$ cat src/rtl/fcm_pkg.sv
package fcm_pkg;

    typedef enum logic [4:0] {
        OPC_POSITIVE = 5'b10000,
        OPC_NEGATIVE = 5'b10001,
        OPC_ZERO     = 5'b10010,
        OPC_NONZERO  = 5'b10011,
        OPC_NAN      = 5'b10100,
        OPC_NOTNAN   = 5'b10101,
        OPC_INF      = 5'b10110,
        OPC_NOTINF   = 5'b10111
    } fcm_opc_e;

    typedef enum logic [1:0] {
        CLS_SIGN = 2'b00,
        CLS_ZERO = 2'b01,
        CLS_NAN  = 2'b10,
        CLS_INF  = 2'b11
    } fcm_sel_e;

    typedef struct packed {
        logic sign;
        logic zero;
        logic nan;
        logic inf;
    } fcm_class_t;

    localparam logic [1:0] GROUP_BITS = 2'b10;

endpackage

$ cat src/rtl/fcm_classify.sv
module fcm_classify
    import fcm_pkg::*;
#(
    parameter int EXP_W = 8,
    parameter int SIG_W = 23,
    localparam int DATA_W = 1 + EXP_W + SIG_W
) (
    input  logic [DATA_W-1:0] operand,
    output fcm_class_t        cls
);

    logic [EXP_W-1:0] exp_field;
    logic [SIG_W-1:0] sig_field;
    logic             exp_ones;
    logic             exp_zero;
    logic             sig_zero;

    always_comb begin
        exp_field = operand[DATA_W-2 -: EXP_W];
        sig_field = operand[SIG_W-1:0];
        exp_ones  = &exp_field;
        exp_zero  = ~|exp_field;
        sig_zero  = ~|sig_field;
        cls.sign  = operand[DATA_W-1];
        cls.zero  = exp_zero & sig_zero;
        cls.nan   = exp_ones & ~sig_zero;
        cls.inf   = exp_ones & sig_zero;
    end

endmodule

$ cat src/rtl/fcm_predicate.sv
module fcm_predicate
    import fcm_pkg::*;
(
    input  logic [4:0]  opcode,
    input  fcm_class_t  cls,
    output logic        legal,
    output logic        hit
);

    fcm_sel_e sel;
    logic     base;

    always_comb begin
        legal = (opcode[4:3] == GROUP_BITS);
        sel   = fcm_sel_e'(opcode[2:1]);
        unique case (sel)
            CLS_SIGN: base = ~cls.sign;
            CLS_ZERO: base = cls.zero;
            CLS_NAN:  base = cls.nan;
            CLS_INF:  base = cls.inf;
            default:  base = 1'b0;
        endcase
        hit = legal & (base ^ opcode[0]);
    end

endmodule

$ cat src/rtl/fcm_out_stage.sv
module fcm_out_stage #(
    parameter int DATA_W = 32,
    parameter int TAG_W  = 5
) (
    input  logic              clk,
    input  logic              rst_n,
    input  logic              take,
    input  logic              hit,
    input  logic [DATA_W-1:0] data_in,
    input  logic [TAG_W-1:0]  tag_in,
    output logic              res_valid,
    output logic              res_we,
    output logic [DATA_W-1:0] res_data,
    output logic [TAG_W-1:0]  res_tag
);

    always_ff @(posedge clk or negedge rst_n) begin
        if (!rst_n) begin
            res_valid <= 1'b0;
            res_we    <= 1'b0;
        end else begin
            res_valid <= take;
            res_we    <= take & hit;
        end
    end

    always_ff @(posedge clk or negedge rst_n) begin
        if (!rst_n) begin
            res_data <= '0;
            res_tag  <= '0;
        end else if (take) begin
            res_data <= data_in;
            res_tag  <= tag_in;
        end
    end

endmodule

$ cat src/rtl/fp_cmov_unit.sv
module fp_cmov_unit
    import fcm_pkg::*;
#(
    parameter bit DOUBLE_PREC = 1'b0,
    parameter int TAG_W       = 5,
    localparam int EXP_W      = DOUBLE_PREC ? 11 : 8,
    localparam int SIG_W      = DOUBLE_PREC ? 52 : 23,
    localparam int DATA_W     = 1 + EXP_W + SIG_W
) (
    input  logic              clk,
    input  logic              rst_n,
    input  logic              op_valid,
    input  logic [4:0]        op_code,
    input  logic [DATA_W-1:0] op_in1,
    input  logic [DATA_W-1:0] op_in2,
    input  logic [TAG_W-1:0]  op_tag,
    output logic              res_valid,
    output logic              res_we,
    output logic [DATA_W-1:0] res_data,
    output logic [TAG_W-1:0]  res_tag
);

    fcm_class_t test_cls;
    logic       code_legal;
    logic       pred_hit;
    logic       take;

    fcm_classify #(
        .EXP_W (EXP_W),
        .SIG_W (SIG_W)
    ) classify_i (
        .operand (op_in2),
        .cls     (test_cls)
    );

    fcm_predicate predicate_i (
        .opcode (op_code),
        .cls    (test_cls),
        .legal  (code_legal),
        .hit    (pred_hit)
    );

    assign take = op_valid & code_legal;

    fcm_out_stage #(
        .DATA_W (DATA_W),
        .TAG_W  (TAG_W)
    ) out_stage_i (
        .clk       (clk),
        .rst_n     (rst_n),
        .take      (take),
        .hit       (pred_hit),
        .data_in   (op_in1),
        .tag_in    (op_tag),
        .res_valid (res_valid),
        .res_we    (res_we),
        .res_data  (res_data),
        .res_tag   (res_tag)
    );

endmodule

$ cat config.mk
export PLATFORM = sky130hd
export DESIGN_NAME = fp_cmov_unit
export DESIGN_NICKNAME = d
export VERILOG_FILES = /design/src/rtl/fcm_pkg.sv /design/src/rtl/fcm_classify.sv /design/src/rtl/fcm_predicate.sv /design/src/rtl/fcm_out_stage.sv /design/src/rtl/fp_cmov_unit.sv
export SDC_FILE = /design/constraint.sdc
export NUM_CORES = 1
export LEC_CHECK = 0
export CORE_ASPECT_RATIO = 1.25
export CORE_MARGIN = 8
export CORE_UTILIZATION = 45
export CTS_CLUSTER_SIZE = 12
export DETAILED_ROUTE_END_ITERATION = 10
export DONT_BUFFER_PORTS = 1
export PLACE_DENSITY_LB_ADDON = 0.2
export SYNTH_ARGS = -nofsm -noshare
export SYNTH_HDL_FRONTEND = slang
export SYNTH_SLANG_ARGS = --single-unit
$ cat constraint.sdc
create_clock -name clk -period 0.8 [get_ports clk]
set_input_delay 0 -clock clk [delete_from_list [all_inputs] [get_ports clk]]
set_output_delay 0 -clock clk [all_outputs]
set_load 0.05 [all_outputs]
Yosys cells after proc, flatten, opt, wreduce, memory -nomap -nowiden
Cells that the tools add are included.

Equality and inequality tests: 4. Bitwise gates (word level): 8. Muxes and demuxes: 1. Reduce and logical (&&, ||, !) cells: 6.

Operators with widths (number): $reduce_or A23 Y1 (1); $reduce_and A8 Y1 (1); $reduce_or A8 Y1 (1); $and A1 B1 Y1 (6); $eq A2 B2 Y1 const B (3); $pmux W1 S4 (1); $eq A2 B1 Y1 const B (1); $logic_not A1 Y1 (2); $logic_not A2 Y1 (1); $not A1 Y1 (1); $xor A1 B1 Y1 (1).

Bits in registers: 39. Output and inout port bits: 39. Input port bits: 77. Logic and storage cells: 23.

Logic depth before layout (Yosys ltp)
Word-level depth: 7. Gate-level depth with buffers: 6. Gate-level depth less buffers: 5.

Hierarchy
From an unflattened synthesis, not the netlist that was laid out.

Cell total of the unflattened synthesis: 112. Area, all modules: 1725.4 um^2.

Modules (own cells, without submodules): fcm_out_stage (cells each 81, area an instance 1508.9 um^2, times used 1, seq. area each 975.9 um^2); fcm_classify (cells each 18, area an instance 115.1 um^2, times used 1, seq. area each 0.0 um^2); fcm_predicate (cells each 12, area an instance 95.1 um^2, times used 1, seq. area each 0.0 um^2); fp_cmov_unit (cells each 1, area an instance 6.3 um^2, times used 1, seq. area each 0.0 um^2).

Worst setup path after synthesis
OpenSTA, ideal clock, no wires.

Path type: input to register. Start point: input op_in2[29]. End point: register out_stage_i.res_we. Library setup time: 134 ps. Arrival: 1004 ps. Required time: 666 ps. Path buffers: 0. Cell stages on the path: 5. Setup slack: -338 ps. Path through: nand4_1 -> or3_4 -> a2111oi_4 -> o31ai_1 -> nor3b_2.

Cells in the longest elaborated chain, start to end: 7. Elaborated cells between the ends (all ways): 10. Those cells by class: 1 x mux; 6 x bitwise; 3 x reduce/logical.

Ends and longest elaborated chain: start: declaration (line fp_cmov_unit.sv:15) `input logic [DATA_W-1:0] op_in2,`; $reduce_or A8 Y1 (line fcm_classify.sv:22) `exp_zero = ~|exp_field;`; $logic_not A1 Y1 (line fcm_classify.sv:22); $and A1 B1 Y1 (line fcm_classify.sv:25) `cls.zero = exp_zero & sig_zero;`; $pmux W1 S4 * (line fcm_predicate.sv:16) `unique case (sel)`; $xor A1 B1 Y1 * (line fcm_predicate.sv:23) `hit = legal & (base ^ opcode[0]);`; $and A1 B1 Y1 * (line fcm_predicate.sv:23); $and A1 B1 Y1 * (line fcm_out_stage.sv:23) `res_we <= take & hit;`; end signal: assignment (line fcm_out_stage.sv:23); end: declaration (line fcm_out_stage.sv:12) `output logic res_we,`.

Mark *: on every way between the ends. The rest lies on a longest branch, timed or not. A chain may end at the register's enable or synchronous reset.

Worst setup path in the final report
Same ends and word-level chain as after synthesis.

==> flow_metrics.env <==
export IMPL_critPathTopFamily="simple AND/OR/NAND/NOR gates"
export IMPL_globalplace_congestion=0.7264
export IMPL_cts_tree="yes"
export IMPL_worstMarginPinSlew_ns=0.4443
export IMPL_die_h_um=82.73
export IMPL_crit_type="in -> reg"
export IMPL_viasPerCell=5.141
export IMPL_failed_checks="negative hold slack, negative setup slack"
export IMPL_syn_area_per_cell_sq_um=8.711
export IMPL_critPathMaxStageDelay_ns=0.40
export IMPL_htree_levels=2
export IMPL_arrival_ns=1.18
export IMPL_outcome="complete, but fails checks"
export IMPL_cts_buffers=5
export IMPL_preCtsSetupSlack_ns=-0.4559
export IMPL_finalSetupTns_ns=-2.131
export IMPL_rows=24
export IMPL_dr_pass1_iters=4
export IMPL_fin_nets=342
export IMPL_drt_wirelength_per_cell_um=18.54
export IMPL_yosysWarnings=0
export IMPL_synth_area_sq_um=1603
export IMPL_ys_ff_latch=39
export IMPL_finalMaxSlewViolations=0
export IMPL_cp_required_ns=0.96
export IMPL_min_path_type="in -> async"
export IMPL_finalSetupViolCount=40
export IMPL_ios=116
export IMPL_finalCritPeriodShare_pct=127.0
export IMPL_total_power_mw=6.276
export IMPL_antenna_cells=0
export IMPL_setup_slack_ns=-0.2163
export IMPL_placed_area_sq_um=1996
export IMPL_mappedNetlistNets=261
export IMPL_vias=1568
export IMPL_clk_pin_slew_ns=0.08
export IMPL_gr_total_overflow=0
export IMPL_port_buffers=0
export IMPL_grt_pass1_vias=1803
export IMPL_ys_seq_area_share_pct=60.89
export IMPL_initial_core_util_pct=46.41
export IMPL_crit_slowest_cell="or3_4"
export IMPL_antenna_found_initial=0
export IMPL_hold_violations=39
export IMPL_detail_route_antenna_nets=0
export IMPL_die_area_sq_um=5739
export IMPL_syn_inst=184
export IMPL_clock_latency_ns=0.28
export IMPL_power_leakage_nw=1.275
export IMPL_final_layout_size_suffix_gt1_share_pct=36.84
export IMPL_utilization_pct=77.97
export IMPL_die_w_um=69.38
export IMPL_stdcell_count=305
export IMPL_grt_setup_unrepaired="true"
export IMPL_clock_fmax_ghz=0.9839
export IMPL_grt_max_degree=40
export IMPL_postCtsHoldBufs=38
export IMPL_netlist_cell_type_count=16
export IMPL_wl_mm=5.655
export IMPL_min_period_ns=1.016
export IMPL_crit_fanout=2
export IMPL_hold_ws_ns=-0.6016
export IMPL_route_detailed_drc=0
export IMPL_final_area_sq_um=2693
export IMPL_num_fill_cells=212
export IMPL_cts_max_path_buffers=2
export IMPL_grt_pass1_wl_mm=8.721
export IMPL_critPathCaptureType="register"
export IMPL_drtIter0Drc=133
export IMPL_place_inst=257
export IMPL_path_buf_inv=0
export IMPL_root_buffer="clkbuf_8"
export IMPL_critPathLaunchType="input port"
export IMPL_peakVddDrop_mv=1.802
export IMPL_power_density_nw_per_um2=2331
export IMPL_relSlewSlack_pct=70.15
export IMPL_hpwl_mm=3.587
export IMPL_coreArea_sq_um=3453
export IMPL_cp_cell_sequence="nand4_1 -> or3_4 -> a2111oi_4 -> o31ai_2 -> nor3b_2"
export IMPL_syn_to_final_growth_pct=67.99
export IMPL_cap_violations=0
export IMPL_finClkSkew_ns=0
export IMPL_grt_use_total_pct=19.25
export IMPL_cts_sinks=39
area by class of cell:
| cell class | instances | area (sq um) | share of cell area, % |
|---|---|---|---|
| Clock inverter | 1 | 5.005 | 0.1859 |
| Sequential cell | 39 | 1022 | 37.96 |
| Timing Repair Buffer | 82 | 873.3 | 32.43 |
| Tap cell | 39 | 48.80 | 1.812 |
| Clock buffer | 7 | 86.33 | 3.206 |
| Multi-Input combinational cell | 135 | 649.4 | 24.12 |
| Inverter | 2 | 7.507 | 0.2788 |
flip-flops by register name, indices dropped and copies added (netlist names):
name	cells
out_stage_i.res_we	1
out_stage_i.res_data	32
out_stage_i.res_valid	1
out_stage_i.res_tag	5
power by group:
group,internal [mW],switching (mW),total (mW)
logic,0.881,1.51,2.39
clock network,0.695,0.643,1.34
registers,2.33,0.222,2.55
total,3.90,2.37,6.28
final timing paths:
path	slack, ns	from	depth (start not counted)	end
max reg2reg	0.02	out_stage_i.res_data[10]	3	out_stage_i.res_data[10]
min in group clk	0.14	op_code[1]	4	out_stage_i.res_we
min reg2reg	0.50	out_stage_i.res_data[12]	2	out_stage_i.res_data[12]
min	-0.60	rst_n	0	out_stage_i.res_tag[1]
max in group asynchronous	1.31	rst_n	0	out_stage_i.res_data[9]
max	-0.22	op_in2[29]	5	out_stage_i.res_we
per-layer routing:
metal	track usage [%]	vias up	part of all wire, %
met5	0	-	0
met4	6.366	0	2.6
met3	8.124	14	7.9
met2	36.75	77	53
met1	18.44	734	36
li1	-	743	-
synth_stat cells (all sizes together):
library cell,instances,area [sq um]
nor4,8,50.05
o31ai,1,7.510
o21a,1,7.510
nor3,3,15.01
inv,2,7.510
dfrtp,39,975.9
or3,1,11.26
nand3b,1,7.510
nand3,2,10.01
buf,1,3.750
a2111oi,1,27.53
nor3b,1,12.51
nand4,2,12.51
nor2,1,3.750
nand2,113,424.2
clkbuf,7,26.28
logic make-up after synthesis:
kind of cell | Yosys count | share of synthesized area, %
AO/OA/AOI/OAI | 3 | 2.655
buffers and inverters | 10 | 2.342
flip-flops | 39 | 60.89
AND/OR/NAND/NOR | 132 | 34.11
placed cells by master (no fill, tap or decap), types with 2 or more instances in the layout:
cell	count
buf_4	4
buf_6	38
clkbuf_8	6
dfrtp_1	2
dfrtp_2	37
dlygate4sd3_1	38
inv_1	2
nand2_1	113
nand3_1	2
nand4_1	2
nor3_1	3
nor4_1	2
nor4_2	4
nor4_4	2
repair_timing:
item | 4_1_cts | 5_1_grt
resized for setup | 41 | 8
hold endpoints to repair | 77 | 39
pin swaps | 1 | 6
endpoints found under the setup margin | 40 | 40
buffers inserted | 1 | 1
No activity file was read; power rests on OpenSTA's default activity.
